$ cat src/rtl/crt_pkg.sv
package crt_pkg;
    typedef enum logic [1:0] {
        ST_IDLE = 2'd0,
        ST_COLD = 2'd1,
        ST_WARM = 2'd2,
        ST_POST = 2'd3
    } seq_state_e;

    localparam logic [1:0] SEL_LSB  = 2'd0;
    localparam logic [1:0] SEL_MSB  = 2'd1;
    localparam logic [1:0] SEL_CTRL = 2'd2;

    localparam int B_SW   = 0;
    localparam int B_AUTO = 1;
    localparam int B_HW   = 2;
    localparam int B_GO   = 3;
    localparam int B_WARM = 4;
endpackage

$ cat src/rtl/crt_regs.sv
module crt_regs import crt_pkg::*; #(
    parameter int DW = 8,
    parameter int TW = 2 * DW,
    parameter logic [TW-1:0] RST_VAL = TW'(400)
) (
    input  logic          clk,
    input  logic          rst_n,
    input  logic          wr_en,
    input  logic [1:0]    wr_sel,
    input  logic [DW-1:0] wr_data,
    input  logic          ext_rst,
    output logic [TW-1:0] target,
    output logic          sw_bit,
    output logic          auto_en,
    output logic          hw_sel,
    output logic          go,
    output logic          warm,
    output logic          reload,
    output logic          ext_q
);
    typedef struct packed {
        logic [DW-1:0] lsb;
        logic [DW-1:0] msb;
        logic          sw;
        logic          auto_m;
        logic          hw;
        logic          go;
        logic          warm;
        logic          lsb_wr;
        logic          ext;
    } regs_t;

    regs_t q, d;

    always_comb begin
        d        = q;
        d.go     = 1'b0;
        d.warm   = 1'b0;
        d.lsb_wr = 1'b0;
        d.ext    = ext_rst;
        if (wr_en) begin
            case (wr_sel)
                SEL_LSB: begin
                    d.lsb    = wr_data;
                    d.lsb_wr = 1'b1;
                end
                SEL_MSB: d.msb = wr_data;
                SEL_CTRL: begin
                    d.sw     = wr_data[B_SW];
                    d.auto_m = wr_data[B_AUTO];
                    d.hw     = wr_data[B_HW];
                    d.go     = wr_data[B_GO];
                    d.warm   = wr_data[B_WARM];
                end
                default: ;
            endcase
        end
    end

    always_ff @(posedge clk or negedge rst_n) begin
        if (!rst_n) begin
            q        <= '0;
            q.lsb    <= RST_VAL[DW-1:0];
            q.msb    <= RST_VAL[TW-1:DW];
        end else begin
            q <= d;
        end
    end

    assign target  = {q.msb, q.lsb};
    assign sw_bit  = q.sw;
    assign auto_en = q.auto_m;
    assign hw_sel  = q.hw;
    assign go      = q.go;
    assign warm    = q.warm;
    assign reload  = q.lsb_wr;
    assign ext_q   = q.ext;
endmodule

$ cat src/rtl/crt_seq.sv
module crt_seq import crt_pkg::*; #(
    parameter int TW = 16
) (
    input  logic          clk,
    input  logic          rst_n,
    input  logic          auto_en,
    input  logic          go,
    input  logic          warm,
    input  logic          reload,
    input  logic [TW-1:0] target,
    input  logic          tick,
    output logic [TW-1:0] count,
    output logic          released,
    output logic          done
);
    localparam logic [TW-1:0] CNT_MAX = '1;
    localparam logic [TW-1:0] CNT_ONE = TW'(1);

    typedef struct packed {
        seq_state_e    state;
        logic [TW-1:0] cnt;
        logic          done;
    } seq_t;

    seq_t q, d;

    always_comb begin
        d      = q;
        d.done = 1'b0;
        if (!auto_en) begin
            d.state = ST_IDLE;
            d.cnt   = '0;
        end else begin
            case (q.state)
                ST_IDLE: begin
                    if (go) begin
                        d.state = ST_COLD;
                        d.cnt   = target;
                    end
                end
                ST_COLD, ST_WARM: begin
                    if (reload) begin
                        d.cnt = target;
                    end else if (q.cnt == '0 || (tick && q.cnt == CNT_ONE)) begin
                        d.state = ST_POST;
                        d.cnt   = '0;
                        d.done  = 1'b1;
                    end else if (tick) begin
                        d.cnt = q.cnt - CNT_ONE;
                    end
                end
                ST_POST: begin
                    if (warm) begin
                        d.state = ST_WARM;
                        d.cnt   = target;
                    end else if (tick && q.cnt != CNT_MAX) begin
                        d.cnt = q.cnt + CNT_ONE;
                    end
                end
                default: d.state = ST_IDLE;
            endcase
        end
    end

    always_ff @(posedge clk or negedge rst_n) begin
        if (!rst_n) begin
            q.state <= ST_IDLE;
            q.cnt   <= '0;
            q.done  <= 1'b0;
        end else begin
            q <= d;
        end
    end

    assign count    = q.cnt;
    assign released = (q.state == ST_POST);
    assign done     = q.done;


    done_single_chk: assert property (@(posedge clk) disable iff (!rst_n)
        q.done |=> !q.done);


    done_released_chk: assert property (@(posedge clk) disable iff (!rst_n)
        q.done |-> q.state == ST_POST);


    elapsed_nowrap_chk: assert property (@(posedge clk) disable iff (!rst_n)
        (q.state == ST_POST && $past(q.state) == ST_POST) |-> q.cnt >= $past(q.cnt));


    countdown_mono_chk: assert property (@(posedge clk) disable iff (!rst_n)
        ((q.state == ST_COLD || q.state == ST_WARM) && $past(q.state) == q.state
         && !$past(reload)) |-> q.cnt <= $past(q.cnt));
endmodule

$ cat src/rtl/crt_capture.sv
module crt_capture #(
    parameter int TW = 16
) (
    input  logic          clk,
    input  logic          rst_n,
    input  logic          arm,
    input  logic          released,
    input  logic [TW-1:0] elapsed,
    input  logic          io,
    output logic [TW-1:0] cap
);
    typedef struct packed {
        logic          io;
        logic          armed;
        logic [TW-1:0] cap;
    } cap_t;

    cap_t q, d;
    logic fall;

    always_comb begin
        fall = q.io && !io;
        d    = q;
        d.io = io;
        if (arm) begin
            d.armed = 1'b1;
        end else if (!released) begin
            d.armed = 1'b0;
        end else if (q.armed && fall) begin
            d.cap   = elapsed;
            d.armed = 1'b0;
        end
    end

    always_ff @(posedge clk or negedge rst_n) begin
        if (!rst_n) begin
            q.io    <= 1'b1;
            q.armed <= 1'b0;
            q.cap   <= '0;
        end else begin
            q <= d;
        end
    end

    assign cap = q.cap;


    cap_armed_chk: assert property (@(posedge clk) disable iff (!rst_n)
        !$stable(q.cap) |-> $past(q.armed) && $past(released));
endmodule

$ cat src/rtl/card_rst_timer.sv
module card_rst_timer import crt_pkg::*; #(
    parameter int DW = 8,
    parameter int DEF_LOAD = 400
) (
    input  logic                clk,
    input  logic                rst_n,
    input  logic                wr_en,
    input  logic [1:0]          wr_sel,
    input  logic [DW-1:0]       wr_data,
    input  logic                cclk_en,
    input  logic                ext_rst,
    input  logic                card_io,
    output logic                crst,
    output logic                done,
    output logic [2*DW-1:0]     cap_val
);
    localparam int TW = 2 * DW;
    localparam logic [TW-1:0] RST_VAL = TW'(DEF_LOAD);

    logic [TW-1:0] target;
    logic [TW-1:0] count;
    logic          sw_bit, auto_en, hw_sel, go, warm, reload, ext_q, released;

    crt_regs #(.DW(DW), .TW(TW), .RST_VAL(RST_VAL)) regs_i (
        .clk(clk), .rst_n(rst_n), .wr_en(wr_en), .wr_sel(wr_sel),
        .wr_data(wr_data), .ext_rst(ext_rst), .target(target),
        .sw_bit(sw_bit), .auto_en(auto_en), .hw_sel(hw_sel), .go(go),
        .warm(warm), .reload(reload), .ext_q(ext_q)
    );

    crt_seq #(.TW(TW)) seq_i (
        .clk(clk), .rst_n(rst_n), .auto_en(auto_en), .go(go), .warm(warm),
        .reload(reload), .target(target), .tick(cclk_en), .count(count),
        .released(released), .done(done)
    );

    crt_capture #(.TW(TW)) cap_i (
        .clk(clk), .rst_n(rst_n), .arm(done), .released(released),
        .elapsed(count), .io(card_io), .cap(cap_val)
    );

    always_comb begin
        if (hw_sel)       crst = ext_q;
        else if (auto_en) crst = released;
        else              crst = sw_bit;
    end


    hw_follow_chk: assert property (@(posedge clk) disable iff (!rst_n)
        (hw_sel && $past(hw_sel) && $rose(ext_q)) |-> crst);
endmodule

$ cat config.mk
export PLATFORM = sky130hd
export DESIGN_NAME = card_rst_timer
export DESIGN_NICKNAME = d
export VERILOG_FILES = /design/src/rtl/crt_pkg.sv /design/src/rtl/crt_regs.sv /design/src/rtl/crt_seq.sv /design/src/rtl/crt_capture.sv /design/src/rtl/card_rst_timer.sv
export SDC_FILE = /design/constraint.sdc
export NUM_CORES = 1
export LEC_CHECK = 0
export BUFFER_PORTS_ARGS = -buffer_cell sky130_fd_sc_hd__buf_2
export CAP_MARGIN = 25
export CORE_MARGIN = 2
export CORE_UTILIZATION = 40
export CTS_CLUSTER_SIZE = 24
export DETAILED_ROUTE_END_ITERATION = 10
export GPL_TIMING_DRIVEN = 0
export PLACE_DENSITY = 0.65
export SLEW_MARGIN = 15
export SYNTH_ARGS = -nofsm -noshare
export SYNTH_HDL_FRONTEND = slang
export SYNTH_SLANG_ARGS = --single-unit
$ cat constraint.sdc
create_clock -name clk -period 5.1 [get_ports clk]
set_clock_uncertainty 0.05 [all_clocks]
set_input_delay 0.51 -clock clk [delete_from_list [all_inputs] [get_ports clk]]
set_output_delay 0.51 -clock clk [all_outputs]
set_load 0.01 [all_outputs]
==> flow_metrics.env, run 1 <==
export IMPL_path_clk_slew_ns=0.07
export IMPL_combPwrFrac_pct=53.8
export IMPL_critPathSlowestCell="nor4_2"
export IMPL_max_stage_delay_ns=0.78
export IMPL_setup_tns_ns=0
export IMPL_clkPwrFrac_pct=18.8
export IMPL_tightestPinTransition_ns=0.815
export IMPL_synth_compound_area_share_pct=16.6
export IMPL_h_tree_depth=3
export IMPL_gp_congestion=0.931
export IMPL_p_seq_share_pct=27.4
export IMPL_die_w_um=100
export IMPL_startpoint_type="register"
export IMPL_slew_viol_final=0
export IMPL_drive_above_1_share_pct=26.1
export IMPL_ys_types=56
export IMPL_dr_total_vias=3180
export IMPL_routed_wl_mm=9.75
export IMPL_rsz0062_at_grt="false"
export IMPL_irDropWorstVdd_uv=240
export IMPL_rows=35
export IMPL_nFillCells=883
export IMPL_clk_insertion_delay_late_ns=0.34
export IMPL_wire_per_inst_um=17.7
export IMPL_cts_buffers=9
export IMPL_post_place_ws_ns=2.37
export IMPL_antenna_found_initial=0
export IMPL_cts_root_buffer="clkbuf_8"
export IMPL_grt_usage_pct=20.7
export IMPL_grt_pass1_vias=3045
export IMPL_status="complete, no violations"
export IMPL_synth_seq_area_share_pct=40.5
export IMPL_drt_antenna_violating_nets=0
export IMPL_syn_nets=413
export IMPL_cts_sinks=60
export IMPL_syn_area_per_cell_um2=9.53
export IMPL_p_switching_mw=1.01
export IMPL_p_sw_share_pct=43.7
export IMPL_grt_max_degree=61
export IMPL_synth_xor_area_share_pct=4.95
export IMPL_ys_ff_latch=60
export IMPL_synthMuxAreaShare_pct=10.5
export IMPL_hold_buffers=0
export IMPL_syn_inst=390
export IMPL_syn_to_final_growth_pct=13.7
export IMPL_cp_required_ns=5.31
export IMPL_die_h_um=100
export IMPL_io_pin_count=34
export IMPL_hold_class="input port to async pin"
export IMPL_ys_flop_type="dfrtp_1"
export IMPL_core_um2=9110
export IMPL_cts_buffer_depth=2
export IMPL_worstSetupPathType="register to register"
export IMPL_max_slew_margin_pct=45.2
export IMPL_grt_first_pass_wirelength_mm=16.2
export IMPL_yosysWarningCount=0
export IMPL_die_area_um2=10100
export IMPL_async_reset_ff_share_pct=100
export IMPL_fin_ws_ns=2.28
export IMPL_place_hpwl_mm=6.96
export IMPL_cts_tree="yes"
export IMPL_crit_family="simple AND/OR/NAND/NOR gates"
export IMPL_antenna_cells=0
export IMPL_portBuffers=33
export IMPL_synth_adder_area_share_pct=2.36
export IMPL_cts_resized=0
export IMPL_route_detailed_drc=0
export IMPL_power_density_nw_per_um2=545
export IMPL_grt_ovfl_total=0
export IMPL_num_nets_final=458
export IMPL_final_min_clock_period_ns=2.82
export IMPL_cellLeakagePower_nw=1.92
export IMPL_synth_area_um2=3720
export IMPL_hold_viol=0
export IMPL_first_pass_iters=5
export IMPL_synth_simple_area_share_pct=16.9
export IMPL_period_share_pct=55.3
export IMPL_crit_chain="clkbuf_1 > nor4_2 > nand2_1 > nor4b_1 > mux2i_1 > a31oi_1 > o21ai_1"
export IMPL_synth_edf_count=0
export IMPL_initial_core_util_pct=40.8
export IMPL_cap_violations=0
export IMPL_crit_arrival_ns=3.03
export IMPL_synth_top_family_by_area="simple AND/OR/NAND/NOR gates"
export IMPL_postCtsSetupRepairBufs=0
export IMPL_critPathCaptureType="register"
export IMPL_crit_fanout=10
export IMPL_max_freq_ghz=0.355
export IMPL_p_int_mw=1.30
export IMPL_critPathBufInv=1
export IMPL_initialDrtViolationCount=384
export IMPL_setup_viol=0
export IMPL_vias_per_cell=5.77
[placed cells by master (no fill, tap or decap), types with 4 or more instances in the layout]
master and instances:
buf_4 18, a21oi_1 11, inv_1 11, a22o_1 8
xor2_1 11, o221ai_1 4, dfstp_2 4, clkbuf_1 23
nor2_1 15, nand3_1 12, a31oi_1 5, o21ai_0 28
nand2b_1 6, nor2b_1 4, nand2_1 38, nor3_1 9
o21ai_1 5, dfrtp_1 56, nor4_1 4, buf_2 35
clkbuf_8 11, mux2_2 32, and2_1 5, a211oi_1 4
nand4_1 7, ha_1 7, xnor2_1 10
[metal layers]
layer | vias to the layer above | track usage [%] | part of all wire (%)
li1 | 1482 | - | -
met1 | 1536 | 29.5 | 46
met2 | 141 | 31.4 | 45
met3 | 21 | 2.92 | 6.7
met4 | 0 | 9.17 | 2.4
met5 | - | 0 | 0
[flip-flops by register name, indices dropped and copies added, names as in the netlist, 2 cells and up]
name and cells:
cap_i.q 2, seq_i.count 16, regs_i.target 16, cap_i.cap 16
seq_i.q 2
[logic make-up (layout without fill, tap and decap cells)]
kind of cell,after synthesis,count (layout)
muxes,35,35
AOI/OAI and AO/OA,92,92
and+or+nand+nor,118,118
xor gates and xnor gates,21,21
buffers and inverters,57,107
adders and majority gates,7,7
DFF,60,60
[path summary, 6_finish.rpt]
kind                                     start               to  slack (ns)  cells past startpoint
worst min register to register   regs_i.sw_bit    regs_i.sw_bit        0.43                      2
worst max register to register  seq_i.count[3]  seq_i.count[15]        2.28                      7
max in group asynchronous                rst_n  seq_i.count[14]        4.32                      1
min in group clk                       ext_rst     regs_i.ext_q        0.22                      1
worst min-delay path                     rst_n     cap_i.cap[4]        0.19                      1
worst max-delay path            seq_i.count[3]  seq_i.count[15]        2.28                      7
[cell type report]
class	count	area, um2	area share, %
Multi-Input combinational cell	273	1910	45.1
Sequential cell	60	1510	35.7
Buffer	46	263	6.22
Timing Repair Buffer	34	173	4.09
Clock buffer	14	163	3.85
Tap cell	111	139	3.29
Inverter	11	41.3	0.977
Clock inverter	2	35.0	0.829
[Yosys cell counts (all sizes together) (5+ instances only)]
master	instances	area, um2
a21oi	11	55.1
a22o	8	70.1
a31oi	5	31.3
and2	5	31.3
buf	25	183
clkbuf	21	80.1
dfrtp	56	1400
ha	7	87.6
inv	11	41.3
mux2	32	360
nand2	38	143
nand2b	6	37.5
nand3	12	60.1
nand4	7	43.8
nor2	15	56.3
nor3	9	45.0
nor4	7	71.3
o21ai	33	165
xnor2	10	87.6
xor2	11	96.3
[worst reg2reg max path, cell delays in order (launching register included)]
cell,delay [ns]
dfrtp_1,0.39
clkbuf_1,0.25
nor4_2,0.78
nand2_1,0.34
nor4b_1,0.44
mux2i_1,0.25
a31oi_1,0.11
o21ai_1,0.15
[power by group through the flow]
stage / logic, mW / clock network (mW) / registers (mW)
after floorplan: 0.926 / 0 / 0.612
after global placement: 1.19 / 0 / 0.633
after detailed placement: 1.20 / 0 / 0.637
after CTS: 1.21 / 0.444 / 0.629
after global routing: 1.36 / 0.467 / 0.642
final: 1.24 / 0.433 / 0.631
[stage by stage]
step           total power [mW]  area (um2)  std cells  hold WS (ns)  util (%)
6_report                   2.30        4230        551         0.194      46.4
5_1_grt                    2.47        4230        551         0.213      46.4
4_1_cts                    2.28        4220        550         0.217      46.3
3_5_place_dp               1.84        4020        534         0.418      44.2
3_3_place_gp               1.82        4020        534         0.419      44.1
2_1_floorplan              1.54        3720        390         0.164         -
Note: power is estimated with default switching activity, not from simulation.
==> run 2, diff against run 1 <==
--- a/config.mk
+++ b/config.mk
@@ -12,7 +12,7 @@
 export CTS_CLUSTER_SIZE = 24
 export DETAILED_ROUTE_END_ITERATION = 10
 export GPL_TIMING_DRIVEN = 0
-export PLACE_DENSITY = 0.65
+export PLACE_DENSITY = 0.68
 export SLEW_MARGIN = 15
 export SYNTH_ARGS = -nofsm -noshare
 export SYNTH_HDL_FRONTEND = slang
==> constraint.sdc (replaced) <==
create_clock -name clk -period 2.45 [get_ports clk]
set_clock_uncertainty 0.05 [all_clocks]
set_input_delay 0.245 -clock clk [delete_from_list [all_inputs] [get_ports clk]]
set_output_delay 0.245 -clock clk [all_outputs]
set_load 0.01 [all_outputs]
==> run 2 against run 1 <==
The flow now finishes with violations (negative setup slack). Register-to-register slack lost 2.3 ns. Sequential cell count is the same. Clock power grew 97%. Combinational power grew 150%. Maximum frequency grew 13%. Worst hold slack lost 0.10 ns. Critical path type unchanged. Critical endpoint is now seq_i.count[13].
==> flow_metrics.env, run 2 (same netlist as run 1, synthesis figures left out) <==
export IMPL_layout_common_cells="dfrtp_1 (55), buf_2 (33), mux2_2 (32)"
export IMPL_gp_congestion=0.892
export IMPL_syn_to_final_growth_pct=22.6
export IMPL_hold_class="input port to register"
export IMPL_ff_latch_area_um2=1510
export IMPL_die_w_um=100
export IMPL_portBuffers=33
export IMPL_design_area_um2=4550
export IMPL_hold_viol=0
export IMPL_cap_violations=0
export IMPL_antenna_cells=0
export IMPL_grt_pass1_vias=3028
export IMPL_grt_first_pass_wirelength_mm=16.1
export IMPL_cp_common_cell="buf_6"
export IMPL_drt_antenna_violating_nets=0
export IMPL_critPathBufInv=3
export IMPL_cts_sinks=60
export IMPL_place_hpwl_mm=7.05
export IMPL_initial_core_util_pct=40.8
export IMPL_hold_end="regs_i.sw_bit"
export IMPL_startpoint_type="register"
export IMPL_die_area_um2=10100
export IMPL_multi_input_area_um2=2080
export IMPL_final_common_cell="dfrtp_1"
export IMPL_status="finished, violations left"
export IMPL_crit_chain="buf_6 > or4_4 > nor4_4 > a311oi_2 > o31a_1 > buf_6 > buf_8 > a32o_1"
export IMPL_dr_wl_met3_um=775
export IMPL_first_pass_iters=5
export IMPL_wire_per_inst_um=18.2
export IMPL_final_min_clock_period_ns=2.50
export IMPL_crit_family="simple AND/OR/NAND/NOR gates"
export IMPL_ff2ff_setup_slack_ns=-0.05
export IMPL_max_slew_margin_pct=49.7
export IMPL_drive_above_1_share_pct=35.2
export IMPL_rsz0062_at_grt="true"
export IMPL_clk_insertion_delay_late_ns=0.35
export IMPL_setup_viol=6
export IMPL_grt_usage_pct=20.8
export IMPL_io_pin_count=34
export IMPL_crit_fanout=5
export IMPL_worstSetupPathType="register to register"
export IMPL_critPathCaptureType="register"
export IMPL_dpl_cell_area_um2=4020
export IMPL_crit_arrival_ns=2.68
export IMPL_fin_util_pct=50.0
export IMPL_grt_ovfl_total=0
export IMPL_h_tree_depth=3
export IMPL_antenna_found_initial=0
export IMPL_irDropWorstVdd_uv=443
export IMPL_num_nets_final=470
export IMPL_max_stage_delay_ns=0.52
export IMPL_die_h_um=100
export IMPL_dr_total_vias=3215
export IMPL_initialDrtViolationCount=308
export IMPL_top_layer="met4"
export IMPL_holdPathStages=3
export IMPL_critPathSlowestCell="or4_4"
export IMPL_cts_root_buffer="clkbuf_8"
export IMPL_route_detailed_drc=0
export IMPL_slew_viol_final=0
export IMPL_rows=35
export IMPL_max_freq_ghz=0.400
export IMPL_tightestPinTransition_ns=0.755
export IMPL_path_clk_slew_ns=0.07
export IMPL_cts_buffers=9
export IMPL_worstHoldStart="wr_data[0]"
export IMPL_wl_met1_mm=4.58
export IMPL_violations="negative setup slack"
export IMPL_cts_buffer_depth=2
export IMPL_met2_length_mm=4.63
export IMPL_timing_hold_ws_ns=0.0942
export IMPL_vias_per_cell=5.71
export IMPL_fin_ws_ns=-0.0506
export IMPL_power_density_nw_per_um2=1170
export IMPL_nFillCells=876
export IMPL_cts_tree="yes"
export IMPL_core_um2=9110
export IMPL_r2r_end="seq_i.count[13]"
export IMPL_reg2reg_from="seq_i.count[4]"
export IMPL_cp_required_ns=2.63
export IMPL_cellLeakagePower_nw=2.10
export IMPL_r2r_cells=8
export IMPL_routed_wl_mm=10.2
export IMPL_period_share_pct=102
export IMPL_grt_max_degree=61
run 2: worst reg2reg max path, delay by kind of cell (launching register included):
family / cells / cell delay, ns
and+or+nand+nor: 2 / 0.84
AOI/OAI and AO/OA: 3 / 0.69
buffers and inverters: 3 / 0.42
DFF: 1 / 0.37
run 2: worst max-delay path by stage:
stage	startpoint	end	slack (ns)	cells after the start
after detailed placement	seq_i.count[3]	seq_i.count[15]	-0.34	7
after floorplan	seq_i.count[5]	seq_i.count[2]	0.13	7
final	seq_i.count[4]	seq_i.count[13]	-0.05	8
after global routing	seq_i.count[4]	seq_i.count[2]	-0.08	7
after global placement	seq_i.count[3]	seq_i.count[15]	-0.33	7
after CTS	seq_i.count[5]	seq_i.count[2]	-0.004	8
run 2: area by class of cell:
cell class,instances,share of cell area (%)
plain buffers,41,5.80
clock buffers,11,2.88
clock inverters,5,1.15
inverters,11,0.907
multi-input cells,273,45.7
flip-flops and latches,60,33.1
well taps,111,3.05
repair buffers,51,7.42
run 2: routing by layer:
layer | global-route usage [%] | vias up
met4 | 8.11 | 0
met1 | 29.5 | 1560
li1 | - | 1508
met2 | 31.2 | 121
met5 | 0 | -
met3 | 4.25 | 26
run 2: where the power goes:
part / switching, mW / internal (mW)
combinational: 1.73 / 1.34
clock: 0.387 / 0.465
sequential: 0.235 / 1.17
run 2: metrics by stage:
stage / power (mW) / setup WS (ns) / TNS (ns) / std cells
2_1_floorplan: 3.20 / 0.132 / 0 / 390
5_1_grt: 5.65 / -0.0784 / -0.555 / 563
3_3_place_gp: 3.80 / -0.334 / -4.58 / 534
4_1_cts: 4.97 / -0.00393 / -0.00393 / 560
6_report: 5.32 / -0.0506 / -0.195 / 563
3_5_place_dp: 3.83 / -0.342 / -4.57 / 534
run 2: timing repair:
action                     in CTS  in global routing
setup buffers                   7                  6
resized for setup              15                 40
setup endpoints to repair      28                 20
gates cloned                    0                  2
hold endpoints to repair       58                  0
pin swaps                       8                  6
hold buffers                    3                  0
